File: config.mk
export PLATFORM = sky130hd
export DESIGN_NAME = tw_adc_slave
export DESIGN_NICKNAME = d
export VERILOG_FILES = /design/src/rtl/tw_pkg.sv /design/src/rtl/tw_sync.sv /design/src/rtl/tw_conv_stub.sv /design/src/rtl/tw_adc_slave.sv
export SDC_FILE = /design/constraint.sdc
export NUM_CORES = 1
export LEC_CHECK = 0
export BUFFER_PORTS_ARGS = -buffer_cell sky130_fd_sc_hd__clkbuf_2
export CORE_ASPECT_RATIO = 0.5
export CORE_UTILIZATION = 40
export CTS_CLUSTER_DIAMETER = 30
export CTS_CLUSTER_SIZE = 10
export DETAILED_ROUTE_END_ITERATION = 12
export GPL_TIMING_DRIVEN = 0
export PLACE_DENSITY = 0.66
export SYNTH_ARGS = -nofsm -noshare
export SYNTH_HDL_FRONTEND = slang
export SYNTH_HIERARCHICAL = 1
export SYNTH_SLANG_ARGS = --single-unit
File: constraint.sdc
create_clock -name clk -period 5.69 [get_ports clk]
set_clock_uncertainty 0.2 [all_clocks]
set_input_delay 1.138 -clock clk [delete_from_list [all_inputs] [get_ports clk]]
set_output_delay 1.138 -clock clk [all_outputs]
set_load 0.03 [all_outputs]
File: src/rtl/tw_pkg.sv
package tw_pkg;
    localparam int BYTE_W    = 8;
    localparam int BIT_CNT_W = 4;
    localparam int TRACK_CYC = 2;
    localparam int TRK_W     = 2;

    typedef enum logic [3:0] {
        ST_IDLE,
        ST_ADDR,
        ST_ADDR_ACK,
        ST_TRACK,
        ST_CONV,
        ST_LOAD,
        ST_TX,
        ST_TX_ACK,
        ST_WR_DATA,
        ST_WR_ACK,
        ST_IGNORE
    } tw_state_e;

    typedef struct packed {
        tw_state_e              state;
        logic [BIT_CNT_W-1:0]   bitcnt;
        logic [BYTE_W-1:0]      shreg;
        logic                   sda_oe;
        logic                   scl_oe;
        logic                   mack;
        logic                   clk_mode;
        logic                   hs;
        logic                   rw;
        logic [TRK_W-1:0]       trk;
        logic                   conv_go;
    } tw_regs_t;
endpackage

File: src/rtl/tw_sync.sv
module tw_sync #(
    parameter int STAGES = 2
) (
    input  logic clk,
    input  logic rst_n,
    input  logic d_i,
    output logic level_o,
    output logic rise_o,
    output logic fall_o
);
    logic [STAGES-1:0] pipe_d, pipe_q;
    logic              last_d, last_q;

    always_comb begin
        pipe_d = {pipe_q[STAGES-2:0], d_i};
        last_d = pipe_q[STAGES-1];
    end

    always_ff @(posedge clk or negedge rst_n) begin
        if (!rst_n) begin
            pipe_q <= '1;
            last_q <= 1'b1;
        end else begin
            pipe_q <= pipe_d;
            last_q <= last_d;
        end
    end

    assign level_o = pipe_q[STAGES-1];
    assign rise_o  = pipe_q[STAGES-1] & ~last_q;
    assign fall_o  = ~pipe_q[STAGES-1] & last_q;
endmodule

File: src/rtl/tw_conv_stub.sv
module tw_conv_stub #(
    parameter int CONV_CYCLES = 10,
    parameter int DATA_W      = 8
) (
    input  logic              clk,
    input  logic              rst_n,
    input  logic              start_i,
    output logic              done_o,
    output logic [DATA_W-1:0] value_o
);
    localparam int CW = $clog2(CONV_CYCLES + 1);
    localparam logic [CW-1:0] LAST = CW'(CONV_CYCLES - 1);

    typedef struct packed {
        logic              busy;
        logic [CW-1:0]     cnt;
        logic [DATA_W-1:0] value;
        logic              done;
    } stub_t;

    stub_t s_d, s_q;

    always_comb begin
        s_d      = s_q;
        s_d.done = 1'b0;
        if (!s_q.busy) begin
            if (start_i) begin
                s_d.busy = 1'b1;
                s_d.cnt  = '0;
            end
        end else if (s_q.cnt == LAST) begin
            s_d.busy  = 1'b0;
            s_d.done  = 1'b1;
            s_d.value = s_q.value + 1'b1;
        end else begin
            s_d.cnt = s_q.cnt + 1'b1;
        end
    end

    always_ff @(posedge clk or negedge rst_n) begin
        if (!rst_n) s_q <= '0;
        else        s_q <= s_d;
    end

    assign done_o  = s_q.done;
    assign value_o = s_q.value;

    // a completed conversion is a single-cycle pulse
    p_done_pulse_r8: assert property (@(posedge clk) disable iff (!rst_n)
        done_o |=> !done_o);
    // each completion advances the result by one
    p_value_step_r8: assert property (@(posedge clk) disable iff (!rst_n)
        done_o |-> value_o == DATA_W'($past(value_o) + 1'b1));
endmodule

File: src/rtl/tw_adc_slave.sv
module tw_adc_slave
    import tw_pkg::*;
#(
    parameter int CONV_CYCLES = 10,
    parameter int SYNC_STAGES = 2
) (
    input  logic clk,
    input  logic rst_n,
    input  logic scl_i,
    input  logic sda_i,
    input  logic addr_sel_i,
    output logic scl_drive_low_o,
    output logic sda_drive_low_o,
    output logic hs_mode_o
);
    localparam logic [6:0]     ADDR_BASE = 7'b1100100;
    localparam logic [4:0]     MCODE_TOP = 5'b00001;
    localparam logic [BIT_CNT_W-1:0] FULL = BIT_CNT_W'(BYTE_W);
    localparam logic [TRK_W-1:0]     TRK_LAST = TRK_W'(TRACK_CYC - 1);

    logic scl_s, scl_rise, scl_fall;
    logic sda_s, sda_rise, sda_fall;
    logic start_det, stop_det;
    logic conv_done;
    logic [BYTE_W-1:0] conv_val;
    logic [6:0] own_addr;
    logic launch;

    tw_regs_t r_d, r_q;

    tw_sync #(.STAGES(SYNC_STAGES)) u_scl_sync (
        .clk(clk), .rst_n(rst_n), .d_i(scl_i),
        .level_o(scl_s), .rise_o(scl_rise), .fall_o(scl_fall));

    tw_sync #(.STAGES(SYNC_STAGES)) u_sda_sync (
        .clk(clk), .rst_n(rst_n), .d_i(sda_i),
        .level_o(sda_s), .rise_o(sda_rise), .fall_o(sda_fall));

    tw_conv_stub #(.CONV_CYCLES(CONV_CYCLES), .DATA_W(BYTE_W)) u_conv (
        .clk(clk), .rst_n(rst_n), .start_i(r_q.conv_go),
        .done_o(conv_done), .value_o(conv_val));

    assign start_det = sda_fall & scl_s;
    assign stop_det  = sda_rise & scl_s;
    assign own_addr  = {ADDR_BASE[6:1], addr_sel_i};

    always_comb begin
        r_d         = r_q;
        r_d.conv_go = 1'b0;
        launch      = 1'b0;
        unique case (r_q.state)
            ST_IDLE, ST_IGNORE: ;
            ST_ADDR: begin
                if (scl_rise) begin
                    r_d.shreg  = {r_q.shreg[BYTE_W-2:0], sda_s};
                    r_d.bitcnt = r_q.bitcnt + 1'b1;
                end else if (scl_fall && r_q.bitcnt == FULL) begin
                    if (r_q.shreg[7:3] == MCODE_TOP) begin
                        r_d.hs    = 1'b1;
                        r_d.state = ST_IGNORE;
                    end else if (r_q.shreg[7:1] == own_addr) begin
                        r_d.rw     = r_q.shreg[0];
                        r_d.sda_oe = 1'b1;
                        r_d.state  = ST_ADDR_ACK;
                    end else begin
                        r_d.state = ST_IGNORE;
                    end
                end
            end
            ST_ADDR_ACK: begin
                if (scl_fall) begin
                    r_d.sda_oe = 1'b0;
                    if (r_q.rw) begin
                        launch = 1'b1;
                    end else begin
                        r_d.state  = ST_WR_DATA;
                        r_d.bitcnt = '0;
                    end
                end
            end
            ST_TRACK: begin
                if (r_q.trk == TRK_LAST) begin
                    r_d.conv_go = 1'b1;
                    r_d.state   = ST_CONV;
                end else begin
                    r_d.trk = r_q.trk + 1'b1;
                end
            end
            ST_CONV: begin
                if (conv_done) begin
                    r_d.shreg  = conv_val;
                    r_d.sda_oe = ~conv_val[BYTE_W-1];
                    r_d.state  = ST_LOAD;
                end
            end
            ST_LOAD: begin
                r_d.scl_oe = 1'b0;
                r_d.state  = ST_TX;
            end
            ST_TX: begin
                if (scl_rise) begin
                    r_d.bitcnt = r_q.bitcnt + 1'b1;
                end else if (scl_fall) begin
                    if (r_q.bitcnt == FULL) begin
                        r_d.sda_oe = 1'b0;
                        r_d.state  = ST_TX_ACK;
                    end else begin
                        r_d.shreg  = {r_q.shreg[BYTE_W-2:0], 1'b0};
                        r_d.sda_oe = ~r_q.shreg[BYTE_W-2];
                    end
                end
            end
            ST_TX_ACK: begin
                if (scl_rise) begin
                    r_d.mack = ~sda_s;
                end else if (scl_fall) begin
                    if (r_q.mack) launch = 1'b1;
                    else          r_d.state = ST_IGNORE;
                end
            end
            ST_WR_DATA: begin
                if (scl_rise) begin
                    r_d.shreg  = {r_q.shreg[BYTE_W-2:0], sda_s};
                    r_d.bitcnt = r_q.bitcnt + 1'b1;
                end else if (scl_fall && r_q.bitcnt == FULL) begin
                    r_d.clk_mode = r_q.shreg[3];
                    r_d.sda_oe   = 1'b1;
                    r_d.state    = ST_WR_ACK;
                end
            end
            ST_WR_ACK: begin
                if (scl_fall) begin
                    r_d.sda_oe = 1'b0;
                    r_d.bitcnt = '0;
                    r_d.state  = ST_WR_DATA;
                end
            end
            default: r_d.state = ST_IDLE;
        endcase

        if (launch) begin
            r_d.bitcnt = '0;
            if (!r_q.clk_mode) begin
                r_d.scl_oe = 1'b1;
                r_d.sda_oe = 1'b0;
                r_d.trk    = '0;
                r_d.state  = ST_TRACK;
            end else begin
                r_d.shreg   = conv_val;
                r_d.sda_oe  = ~conv_val[BYTE_W-1];
                r_d.conv_go = 1'b1;
                r_d.state   = ST_TX;
            end
        end

        if (stop_det) begin
            r_d.state  = ST_IDLE;
            r_d.hs     = 1'b0;
            r_d.sda_oe = 1'b0;
            r_d.scl_oe = 1'b0;
        end else if (start_det) begin
            r_d.state  = ST_ADDR;
            r_d.bitcnt = '0;
            r_d.sda_oe = 1'b0;
            r_d.scl_oe = 1'b0;
        end
    end

    always_ff @(posedge clk or negedge rst_n) begin
        if (!rst_n) begin
            r_q       <= '0;
            r_q.state <= ST_IDLE;
        end else begin
            r_q <= r_d;
        end
    end

    assign scl_drive_low_o = r_q.scl_oe;
    assign sda_drive_low_o = r_q.sda_oe;
    assign hs_mode_o       = r_q.hs;

    // STOP always leaves high-speed mode
    p_hs_clear_r3: assert property (@(posedge clk) disable iff (!rst_n)
        stop_det |=> !r_q.hs);
    // external mode never holds the clock
    p_ext_nostretch_r10: assert property (@(posedge clk) disable iff (!rst_n)
        r_q.clk_mode |-> !r_q.scl_oe);
    // data output frozen while the synchronised clock stays high
    p_sda_steady_r6: assert property (@(posedge clk) disable iff (!rst_n)
        (scl_s && $past(scl_s)) |-> $stable(r_q.sda_oe));
    // a slave that is not addressed drives nothing
    p_ignore_quiet_r2: assert property (@(posedge clk) disable iff (!rst_n)
        (r_q.state == ST_IGNORE) |-> (!r_q.sda_oe && !r_q.scl_oe));
    // clock released only with the result's MSB already on SDA
    p_release_ready_r5: assert property (@(posedge clk) disable iff (!rst_n)
        $fell(r_q.scl_oe) |-> (r_q.sda_oe == ~r_q.shreg[BYTE_W-1]));
endmodule

# [Word level (Yosys, flattened, before mapping)]
# Index checks and enable logic that the tools add are counted.
[classes] n_reduce_logical=18 eq_ne=36 add_sub_neg=4 bitwise=14 muxes=71
[op_table] operator="$ne A5 B5 Y1 const B" count=16
[op_table] operator="$mux W4" count=18
[op_table] operator="$mux W8" count=6
[op_table] operator="$pmux W4 S10" count=1
[op_table] operator="$mux W9" count=3
[op_table] operator="$mux W1" count=25
[op_table] operator="$pmux W8 S3" count=1
[op_table] operator="$eq A4 B4 Y1 const B" count=5
[op_table] operator="$mux W18" count=1
[op_table] operator="$eq A4 B3 Y1 const B" count=4
[op_table] operator="$pmux W4 S4" count=1
[op_table] operator="$reduce_and A16 Y1" count=1
[op_table] operator="$mux W2" count=7
[op_table] operator="$mux W12" count=1
[op_table] operator="$reduce_and A11 Y1" count=1
[op_table] operator="$mux W5" count=2
[op_table] operator="$mux W3" count=3
[op_table] operator="$add A4 B1 Y4 const B" count=2
[op_table] operator="$add A8 B1 Y8 const B" count=1
[op_table] operator="$eq A4 B2 Y1 const B" count=2
[op_table] operator="$not A1 Y1" count=8
[op_table] operator="$reduce_bool A2 Y1" count=4
[op_table] operator="$reduce_bool A8 Y1" count=1
[op_table] operator="$eq A7 B7 Y1" count=1
[op_table] operator="19 further kinds" count=28
[totals] ff_bits=45 out_inout_bits=3 word_cells=162

# [Logic depth before layout (Yosys ltp)]
# Gate-level depths: netlist of run 1.
[depth] word_depth=9 depth_mapped=8 depth_no_buf=8

# [Cells and area by module]
# Netlist of run 1, hierarchy kept.
[by_module_without_submodules] module="tw_adc_slave" n_inst=1 cells_each=192 area_each_um2=1719.1
[by_module_without_submodules] module="tw_conv_stub" n_inst=1 cells_each=62 area_each_um2=699.4
[by_module_without_submodules] module="tw_sync" n_inst=2 cells_each=5 area_each_um2=93.8

# [Least setup slack after synthesis of run 1]
# OpenSTA, ideal clock, no wires.
[synth_path] path_type="input -> register" startpoint="input addr_sel_i" endpoint="register r_q (netlist bit sda_drive_low_o)" stages=6 arrival_time_ns=2.060 slack_ns=3.303 required_ns=5.363 path_cell_list="xor2_1 nor3_1 a311o_1 o311ai_1 mux2i_1 o32ai_1"
[synth_between] elab_chain_len=3
[synth_lines] item="start, declared" line="tw_adc_slave.sv:11" source="input logic addr_sel_i,"
[synth_lines] item="$eq A7 B7 Y1" line="tw_adc_slave.sv:61" source="end else if (r_q.shreg[7:1] == own_addr) begin"
[synth_lines] item="$ne A5 B5 Y1 (no source line)"
[synth_lines] item="$reduce_and A11 Y1 (no source line)"
[synth_lines] item="end signal, assigned" line="tw_adc_slave.sv:174" source="r_q <= r_d;"
[synth_lines] item="end, declared" line="tw_adc_slave.sv:29" source="tw_regs_t r_d, r_q;"
# Every way passes these cells.
# A chain may end at the register's enable or synchronous reset.

==> results of run 1 <==
==> power by group through the flow <==
| stage | combinational (W) | sequential, W | clock (W) |
|---|---|---|---|
| floorplan | 0.000209 | 0.000378 | 0 |
| global placement | 0.000278 | 0.000382 | 0 |
| detailed placement | 0.000278 | 0.000382 | 0 |
| CTS | 0.000280 | 0.000376 | 0.000348 |
| global route | 0.000312 | 0.000380 | 0.000365 |
| finish | 0.000283 | 0.000377 | 0.000344 |
==> layout make-up <==
cell class / instances / area, µm² / share of cell area (%)
Buffer: 14 / 96.3 / 3.29
Sequential cell: 45 / 1130 / 38.7
Clock inverter: 3 / 50.0 / 1.71
Inverter: 9 / 33.8 / 1.15
Multi-Input combinational cell: 196 / 1340 / 45.9
Tap cell: 88 / 110 / 3.76
Clock buffer: 5 / 125 / 4.28
Timing Repair Buffer: 7 / 35.0 / 1.20
==> stage by stage <==
stage	util, %	setup WS (ns)
after detailed placement	44.5	3.02
after floorplan	-	3.30
after global routing	47.3	3.09
final	47.3	3.23
after global placement	44.5	3.01
after CTS	47.3	3.25
==> cell families (layout without fill, tap and decap cells) <==
family | after synthesis | count (layout) | synth area share, %
adder cells (fa/ha/maj) | 5 | 5 | 2.40
AND/OR/NAND/NOR | 106 | 106 | 24.0
flip-flops | 45 | 45 | 43.5
buffers and inverters | 23 | 38 | 4.99
multiplexers | 6 | 6 | 2.40
XOR/XNOR | 11 | 11 | 3.98
AO/OA/AOI/OAI | 68 | 68 | 18.8
==> critical path, delay by kind of cell (launching register included) <==
family           cells  cell delay, ns
AO/OA/AOI/OAI        4            1.07
AND/OR/NAND/NOR      3            0.54
flip-flops           1            0.53
==> metal layers <==
metal  share of wire, %  global-route usage (%)  wire length, µm
met5                  0                       0                0
met4                1.4                    5.86               82
met1                 49                    26.1             2810
met2                 45                    29.5             2610
met3                4.2                    4.09              244
==> registers in the layout, indices dropped and copies added (netlist names) <==
| signal | flops |
|---|---|
| r_q | 22 |
| u_sda_sync/last_q | 1 |
| scl_drive_low_o | 1 |
| u_sda_sync/pipe_q | 2 |
| u_conv/done_o | 1 |
| hs_mode_o | 1 |
| u_scl_sync/pipe_q | 2 |
| u_conv/s_q | 5 |
| sda_drive_low_o | 1 |
| u_scl_sync/last_q | 1 |
| u_conv/value_o | 8 |
==> Yosys cell counts, drive strengths merged, types with 2 or more instances <==
library cell | n | area (µm²)
or2 | 4 | 25.0
a31oi | 2 | 12.5
o22ai | 4 | 31.3
and3 | 3 | 18.8
xnor2 | 6 | 60.1
nor4 | 2 | 27.5
and2b | 5 | 40.0
o21ai | 16 | 80.1
nand4b | 4 | 50.1
nor3b | 3 | 22.5
nor3 | 4 | 20.0
inv | 9 | 33.8
a2bb2oi | 2 | 17.5
ha | 5 | 62.6
mux2 | 2 | 22.5
and2 | 9 | 58.8
nand4 | 2 | 12.5
o21a | 3 | 22.5
o31ai | 3 | 27.5
nor2 | 14 | 55.1
or2b | 2 | 15.0
dfrtp | 39 | 976
dfstp | 6 | 158
buf | 12 | 88.8
a221o | 8 | 80.1
nand2 | 26 | 113
a32o | 2 | 20.0
a21oi | 15 | 86.3
xor2 | 5 | 43.8
mux2i | 4 | 40.0
nand3 | 11 | 55.1
nor2b | 5 | 31.3
a211oi | 2 | 15.0
nand2b | 9 | 56.3
clkbuf | 2 | 7.51
==> final timing paths <==
check,startpoint,endpoint,slack [ns]
worst min register to register,u_sda_sync/pipe_q[0]$_DFF_PN1_,u_sda_sync/pipe_q[1]$_DFF_PN1_,0.16
worst max register to register,u_scl_sync/last_q$_DFF_PN1_,r_q[15]$_DFF_PN0_,3.23
min in group asynchronous,rst_n,u_conv/s_q[9]$_DFFE_PN0P_,0.84
worst min-delay path,u_sda_sync/pipe_q[0]$_DFF_PN1_,u_sda_sync/pipe_q[1]$_DFF_PN1_,0.16
max in group asynchronous,rst_n,r_q[18]$_DFF_PN0_,3.78
worst max-delay path,u_scl_sync/last_q$_DFF_PN1_,r_q[15]$_DFF_PN0_,3.23
==> impl_metrics.env, run 1 <==
export IMPL_hold_violations=0
export IMPL_dp_cells=359
export IMPL_dieHeight_um=59.1
export IMPL_grt_start_max_net_pins=46
export IMPL_filler_cell_count=567
export IMPL_synthFlopType="dfrtp_1"
export IMPL_dpl_hpwl_um=4240
export IMPL_cts_resized=0
export IMPL_overflow=0
export IMPL_dpl_cell_area_mm2=0.00275
export IMPL_maxSlewViolCount=0
export IMPL_clockBufferDepth=2
export IMPL_numCtsBuffers=5
export IMPL_worst_slew_margin_rel_pct=27.3
export IMPL_synth_enable_flop_cells=0
export IMPL_die_area_mm2=0.00686
export IMPL_drt_iter0_drc=106
export IMPL_cp_slowest_cell="dfstp_2"
export IMPL_p_comb_share_pct=28.2
export IMPL_portBuffers=7
export IMPL_insertion_delay_ns=0.29
export IMPL_p_switching_w=0.000333
export IMPL_tns_ns=0
export IMPL_place_congestion=0.917
export IMPL_hold_depth=0
export IMPL_drt_total_wl_um=5740
export IMPL_ys_ff_latch=45
export IMPL_cp_arrival_ns=2.43
export IMPL_finalCritPeriodShare_pct=43.2
export IMPL_end_kind="register"
export IMPL_core_area_mm2=0.00618
export IMPL_crit_type="reg2reg"
export IMPL_worst_ir_drop_vdd_v=0.000118
export IMPL_clkTransAtPathRegs_ns=0.07
export IMPL_row_count=20
export IMPL_status="complete, no violations"
export IMPL_grt_pass1_vias=1939
export IMPL_p_int_w=0.000670
export IMPL_cts_sinks=45
export IMPL_start_util_pct=42.2
export IMPL_p_per_area_mw_per_mm2=343
export IMPL_area_growth_syn_to_layout_pct=12.3
export IMPL_layout_commonest_cell="dfrtp_1"
export IMPL_viasPerCell=5.62
export IMPL_htree_levels=2
export IMPL_cts_setup_buffers=0
export IMPL_grt_first_pass_wirelength_um=9780
export IMPL_netlist_cell_type_count=62
export IMPL_cts_root_buffer="clkbuf_16"
export IMPL_vias=2061
export IMPL_p_total_w=0.00100
export IMPL_max_slew_worst_pin_slew_ns=1.09
export IMPL_maxCapViolCount=0
export IMPL_leakage_nw=1.39
export IMPL_die_w_um=116
export IMPL_yosysWarnings=6
export IMPL_antenna_found_initial=0
export IMPL_layout_drive_gt1_share_pct=18.3
export IMPL_cts_hold_buf=0
export IMPL_hp_class="reg2reg"
export IMPL_rsz0062_at_grt="no"
export IMPL_io_pins=8
export IMPL_mostFrequentLayoutCells="39 x dfrtp_1, 24 x nand2_1, 15 x o21ai_0"
export IMPL_dr_pass1_iters=4
export IMPL_ys_seq_area_share_pct=43.5
export IMPL_async_flop_share_pct=100
export IMPL_cp_required_ns=5.66
export IMPL_syn_inst=264
export IMPL_fmaxAchievable_ghz=0.407
export IMPL_synth_area_mm2=0.00261
export IMPL_nNetsFinal=288
export IMPL_p_seq_share_pct=37.5
export IMPL_cts_tree="done"
export IMPL_period_needed_ns=2.46
export IMPL_swShare_pct=33.2
export IMPL_synth_avg_cell_area_um2=9.87
export IMPL_clkPwrFrac_pct=34.2
export IMPL_max_stage_delay_ns=0.53
export IMPL_n_antenna_cell=0
export IMPL_grt_util_all_layers_pct=18.8
export IMPL_synth_nets=274
export IMPL_finalSetupViolations=0
export IMPL_layout_cells_non_filler=367
export IMPL_crit_fanout=9
export IMPL_drc_errors=0
export IMPL_reg2reg_depth=7
export IMPL_fin_hold_ws_ns=0.155
export IMPL_wl_per_cell_um=15.6
export IMPL_final_cell_area_mm2=0.00293
export IMPL_cp_cell_sequence="and2b_2, and2b_1, nand3_1, a211oi_1, a2bb2oi_1, a21oi_4, a221o_1"
export IMPL_drt_antenna_violating_nets=0
export IMPL_cp_start_kind="register"
No activity file was read; power rests on OpenSTA's default activity.
==> inputs of run 2 (changes only) <==
ABC_AREA = 1   (was not set)
clock period = 2.45 ns   (was 5.69 ns; I/O delays follow)
==> impl_metrics.env, run 2 <==
export IMPL_status="complete, no violations"
export IMPL_hold_violations=0
export IMPL_synth_enable_flop_cells=0
export IMPL_grt_util_all_layers_pct=17.2
export IMPL_dr_pass1_iters=4
export IMPL_layout_commonest_cell="nand2_1"
export IMPL_rrSetupSlack_ns=0.27
export IMPL_grt_start_max_net_pins=46
export IMPL_maxSlewViolCount=0
export IMPL_grt_first_pass_wirelength_um=9850
export IMPL_synth_top_area_share_pct=34.4
export IMPL_cp_start_kind="register"
export IMPL_area_growth_syn_to_layout_pct=10.8
export IMPL_antenna_found_initial=0
export IMPL_htree_levels=2
export IMPL_vias=2397
export IMPL_tns_ns=0
export IMPL_fin_hold_ws_ns=0.0775
export IMPL_async_flop_share_pct=100
export IMPL_cts_setup_buffers=0
export IMPL_layout_drive_gt1_share_pct=17.3
export IMPL_finalSetupViolations=0
export IMPL_end_kind="register"
export IMPL_n_antenna_cell=0
export IMPL_wl_per_cell_um=11.7
export IMPL_cts_root_buffer="clkbuf_16"
export IMPL_dpl_hpwl_um=4440
export IMPL_dieHeight_um=61.6
export IMPL_clkTransAtPathRegs_ns=0.07
export IMPL_drt_total_wl_um=5790
export IMPL_synthTopCellsByArea="dfrtp_1 34%, nand2_1 16%, inv_1 6.1%, nand3_1 5.8%, dfstp_2 5.6%"
export IMPL_largest_register_ff_count=22
export IMPL_row_count=21
export IMPL_cts_tree="done"
export IMPL_dp_cells=488
export IMPL_nNetsFinal=413
export IMPL_fmaxAchievable_ghz=0.459
export IMPL_drc_errors=0
export IMPL_synthFlopType="dfrtp_1"
export IMPL_yosysWarnings=6
export IMPL_leakage_nw=1.67
export IMPL_p_per_area_mw_per_mm2=849
export IMPL_synth_nets=399
export IMPL_synth_avg_cell_area_um2=7.30
export IMPL_cts_resized=0
export IMPL_synth_largest_area_cell="dfrtp_1"
export IMPL_numCtsBuffers=5
export IMPL_viasPerCell=4.83
export IMPL_synth_commonest_cells="119 x nand2_1, 46 x inv_1, 39 x dfrtp_1"
export IMPL_insertion_delay_ns=0.29
export IMPL_start_util_pct=41.9
export IMPL_ys_seq_area_share_pct=39.9
export IMPL_drt_antenna_violating_nets=0
export IMPL_overflow=0
export IMPL_max_slew_worst_pin_slew_ns=1.09
export IMPL_top_register="r_q"
export IMPL_grt_pass1_vias=2106
export IMPL_die_w_um=121
export IMPL_finalCritPeriodShare_pct=89.0
export IMPL_cts_sinks=45
export IMPL_period_needed_ns=2.18
export IMPL_maxCapViolCount=0
export IMPL_cp_arrival_ns=2.16
export IMPL_worst_ir_drop_vdd_v=0.000431
export IMPL_drt_iter0_drc=145
export IMPL_mostFrequentLayoutCells="119 x nand2_1, 46 x inv_1, 39 x dfrtp_1"
export IMPL_cp_required_ns=2.43
export IMPL_synth_most_common_cell="nand2_1"
export IMPL_netlist_cell_type_count=34
export IMPL_clockBufferDepth=2
export IMPL_cts_hold_buf=0
export IMPL_p_total_w=0.00267
export IMPL_hp_class="in2reg"
export IMPL_layout_cells_non_filler=496
export IMPL_syn_inst=389
export IMPL_crit_fanout=7
export IMPL_synth_area_mm2=0.00284
export IMPL_portBuffers=7
export IMPL_rsz0062_at_grt="no"
export IMPL_io_pins=8
export IMPL_ys_ff_latch=45
export IMPL_core_area_mm2=0.00678
export IMPL_worst_slew_margin_rel_pct=27.2
export IMPL_crit_type="reg2reg"
export IMPL_place_congestion=0.924
export IMPL_die_area_mm2=0.00746
## run 2: changes by cell type after synthesis, moves of 5 or more
cell      previous run  this run
inv_1                9        46
nand3_1             11        33
nor2b_1              5         0
a21oi_1             14         6
nand2_2              0        14
o21ai_1              1         9
nand4_1              2         9
a221o_1              8         0
and2_1               8         0
nand2b_1             9         0
nor2_1              13        35
inv_2                0         5
nand2_1             24       119
## run 2: area by class of cell
| cell class | count | area (µm²) |
|---|---|---|
| Timing Repair Buffer | 7 | 35.0 |
| Multi-Input combinational cell | 281 | 1420 |
| Inverter | 52 | 200 |
| Fill cell | 680 | 3630 |
| Clock buffer | 6 | 139 |
| Tap cell | 92 | 115 |
| Buffer | 11 | 87.6 |
| Sequential cell | 45 | 1130 |
| Clock inverter | 2 | 17.5 |
## run 2: cell families (layout without fill, tap and decap cells)
| logic type | count (synthesis) | in the layout | synth area share (%) |
|---|---|---|---|
| DFF | 45 | 45 | 39.9 |
| buffers and inverters | 63 | 78 | 10.1 |
| xor gates and xnor gates | 7 | 7 | 2.69 |
| AOI/OAI and AO/OA | 44 | 44 | 9.30 |
| and+or+nand+nor | 225 | 225 | 35.8 |
| adders and majority gates | 5 | 5 | 2.20 |
## run 2: path summary, 6_finish.rpt
| path | startpoint | end | cells after the start |
|---|---|---|---|
| setup / recovery | u_scl_sync/last_q$_DFF_PN1_ | r_q[11]$_DFF_PN0_ | 11 |
| hold / removal | scl_i | u_scl_sync/pipe_q[0]$_DFF_PN1_ | 1 |
| setup reg to reg | u_scl_sync/last_q$_DFF_PN1_ | r_q[11]$_DFF_PN0_ | 11 |
| hold reg to reg | u_sda_sync/pipe_q[0]$_DFF_PN1_ | u_sda_sync/pipe_q[1]$_DFF_PN1_ | 0 |
| max in group asynchronous | rst_n | hs_mode_o$_DFFE_PN0P_ | 1 |
| min in group asynchronous | rst_n | r_q[20]$_DFF_PN0_ | 1 |
## run 2: critical path, cell delays in order, from the launching register on
cell and delay [ns]:
dfstp_2 0.53, inv_1 0.03, nor2_1 0.30, inv_1 0.16
nor2_1 0.15, nand2_1 0.14, inv_1 0.12, o21ai_2 0.12
o21ai_1 0.17, nand2_1 0.06, nand2_1 0.05, nand2_1 0.04
## run 2: per-layer routing
metal  global-route usage [%]  up-vias  part of all wire (%)
li1                         -     1272                     -
met1                     23.4     1085                    51
met2                     28.7       33                    44
met3                     2.78        7                   3.0
met4                     5.64        0                   1.5
met5                        0        -                     0
## run 2: where the power goes
group          internal, W  switching, W
logic             0.000322      0.000673
registers         0.000850      0.000114
clock network     0.000412      0.000300
## run 2: per-stage QoR
| stage | instance area [µm²] | util (%) | worst slack, ns |
|---|---|---|---|
| final | 3150 | 46.4 | 0.270 |
| after global routing | 3150 | 46.4 | 0.0404 |
| after CTS | 3150 | 46.4 | 0.289 |
| after detailed placement | 2990 | 44.1 | 0.304 |
| after global placement | 2990 | 44.1 | 0.307 |
| after floorplan | 2840 | - | 0.590 |
==> inputs of run 3 (changes only) <==
--- a/config.mk
+++ b/config.mk
@@ -6,5 +6,5 @@
 export NUM_CORES = 1
 export LEC_CHECK = 0
-export ABC_AREA = 1
+export ABC_AREA = 0
 export BUFFER_PORTS_ARGS = -buffer_cell sky130_fd_sc_hd__clkbuf_2
 export CORE_ASPECT_RATIO = 0.5
--- a/constraint.sdc
+++ b/constraint.sdc
@@ -3,3 +3,3 @@
 set_input_delay 0.49 -clock clk [delete_from_list [all_inputs] [get_ports clk]]
 set_output_delay 0.49 -clock clk [all_outputs]
-set_load 0.03 [all_outputs]
+set_load 0.1 [all_outputs]
==> impl_metrics.env, run 3 (synthesis results as in run 1) <==
export IMPL_grt_first_pass_wirelength_um=9780
export IMPL_crit_family="compound AO/OA/AOI/OAI gates"
export IMPL_place_congestion=0.917
export IMPL_die_w_um=116
export IMPL_hp_class="in2reg"
export IMPL_clockBufferDepth=2
export IMPL_max_stage_delay_ns=0.54
export IMPL_overflow=0
export IMPL_drc_errors=0
export IMPL_numCtsBuffers=5
export IMPL_htree_levels=2
export IMPL_grt_pass1_vias=1939
export IMPL_insertion_delay_ns=0.29
export IMPL_period_needed_ns=2.35
export IMPL_drt_antenna_violating_nets=0
export IMPL_maxSlewViolCount=0
export IMPL_grt_start_max_net_pins=46
export IMPL_wl_per_cell_um=15.7
export IMPL_cp_start_kind="register"
export IMPL_cts_tree="done"
export IMPL_start_util_pct=42.2
export IMPL_top_layer="met4"
export IMPL_cp_arrival_ns=2.31
export IMPL_status="complete, no violations"
export IMPL_cp_required_ns=2.42
export IMPL_finalSetupViolations=0
export IMPL_layout_commonest_cell="dfrtp_1"
export IMPL_maxCapViolCount=0
export IMPL_antenna_found_initial=0
export IMPL_filler_cell_count=563
export IMPL_fin_util_pct=47.6
export IMPL_cp_cell_sequence="and2b_2, and2b_1, nand3_1, a211oi_2, a2bb2oi_2, a21oi_4, a221o_1"
export IMPL_dr_pass1_iters=4
export IMPL_rsz0062_at_grt="no"
export IMPL_cts_sinks=45
export IMPL_row_count=20
export IMPL_nNetsFinal=288
export IMPL_routedLengthMet1_um=2820
export IMPL_largest_register_ff_count=22
export IMPL_fin_ws_ns=0.104
export IMPL_portBuffers=7
export IMPL_vias=2053
export IMPL_core_area_mm2=0.00618
export IMPL_hold_violations=0
export IMPL_n_antenna_cell=0
export IMPL_die_area_mm2=0.00686
export IMPL_crit_type="reg2reg"
export IMPL_tns_ns=0
export IMPL_viasPerCell=5.59
export IMPL_drt_iter0_drc=98
export IMPL_leakage_nw=1.39
export IMPL_layout_drive_gt1_share_pct=20.1
export IMPL_drt_total_wl_um=5750
export IMPL_mostFrequentLayoutCells="39 x dfrtp_1, 24 x nand2_1, 14 x o21ai_0, 14 x a21oi_1, 13 x nor2_1"
export IMPL_io_pins=8
export IMPL_cp_slowest_cell="dfstp_2"
export IMPL_dpl_hpwl_um=4240
export IMPL_area_growth_syn_to_layout_pct=13.0
export IMPL_cts_root_buffer="clkbuf_16"
export IMPL_max_slew_worst_pin_slew_ns=1.08
export IMPL_worst_ir_drop_vdd_v=0.000281
export IMPL_clkTransAtPathRegs_ns=0.07
export IMPL_top_register="r_q"
export IMPL_wl_met3_um=250
export IMPL_end_kind="register"
export IMPL_fmaxAchievable_ghz=0.426
export IMPL_wl_met2_um=2600
export IMPL_crit_fanout=9
export IMPL_finalCritPeriodShare_pct=95.7
export IMPL_p_per_area_mw_per_mm2=811
export IMPL_worst_path_buf_inv=0
export IMPL_dieHeight_um=59.1
export IMPL_dp_slack_ns=0.0609
export IMPL_grt_util_all_layers_pct=18.8
export IMPL_worst_slew_margin_rel_pct=27.8
==> run 3: cell types whose count changed in the layout (fill, tap and decap cells not counted), sizes merged, moves of 7 or more <==
cell | previous run | this run
inv | 52 | 10
a221o | 0 | 8
nand2 | 135 | 26
o21ai | 26 | 16
nand4 | 9 | 2
nand3 | 35 | 11
a21oi | 6 | 15
nor2 | 44 | 14
and2 | 0 | 9
nand2b | 0 | 9
==> run 3: repair_timing <==
action | 4_1_cts | 5_1_grt
setup endpoints to repair | 0 | 12
hold buffers | 0 | 0
buffers inserted | 0 | 0
resized for setup | 0 | 7
==> run 3: final timing paths <==
check | endpoint | start | slack [ns] | cells after the start
min in group asynchronous | u_conv/s_q[9]$_DFFE_PN0P_ | rst_n | 0.19 | 1
min | u_scl_sync/pipe_q[0]$_DFF_PN1_ | scl_i | 0.08 | 1
max reg2reg | r_q[15]$_DFF_PN0_ | u_scl_sync/last_q$_DFF_PN1_ | 0.10 | 7
max in group asynchronous | r_q[18]$_DFF_PN0_ | rst_n | 1.20 | 1
min reg2reg | u_sda_sync/pipe_q[1]$_DFF_PN1_ | u_sda_sync/pipe_q[0]$_DFF_PN1_ | 0.16 | 0
max | r_q[15]$_DFF_PN0_ | u_scl_sync/last_q$_DFF_PN1_ | 0.10 | 7
==> run 3: through the flow <==
stage	std cells	total power [W]	hold WS, ns	cell area (µm²)
final	367	0.00239	0.0756	2940
after CTS	367	0.00237	0.0740	2930
after global placement	359	0.00157	0.146	2750
after floorplan	264	0.00140	-0.00559	2610
after global routing	367	0.00251	0.0650	2940
after detailed placement	359	0.00158	0.147	2750
==> run 3: report_power, final <==
| group | leakage, nW | switching [W] | total (W) | internal, W |
|---|---|---|---|---|
| Clock | 0.0859 | 0.000308 | 0.000798 | 0.000490 |
| Combinational | 0.704 | 0.000444 | 0.000713 | 0.000268 |
| Sequential | 0.604 | 0.0000705 | 0.000876 | 0.000805 |
| Total | 1.39 | 0.000822 | 0.00239 | 0.00156 |
==> run 3: area by class of cell <==
type / instances / area (µm²) / area share (%)
buffer: 14 / 96.3 / 3.27
clock buffer: 5 / 125 / 4.25
clock inverter: 3 / 50.0 / 1.70
inverter: 9 / 33.8 / 1.15
multi-input combinational: 196 / 1360 / 46.2
sequential: 45 / 1130 / 38.5
tap: 88 / 110 / 3.74
timing repair buffer: 7 / 35.0 / 1.19
==> run 3: metal layers <==
layer | GRT usage [%] | up-vias
li1 | - | 976
met1 | 26.1 | 1028
met2 | 29.5 | 41
met3 | 4.09 | 8
met4 | 5.86 | 0
met5 | 0 | -
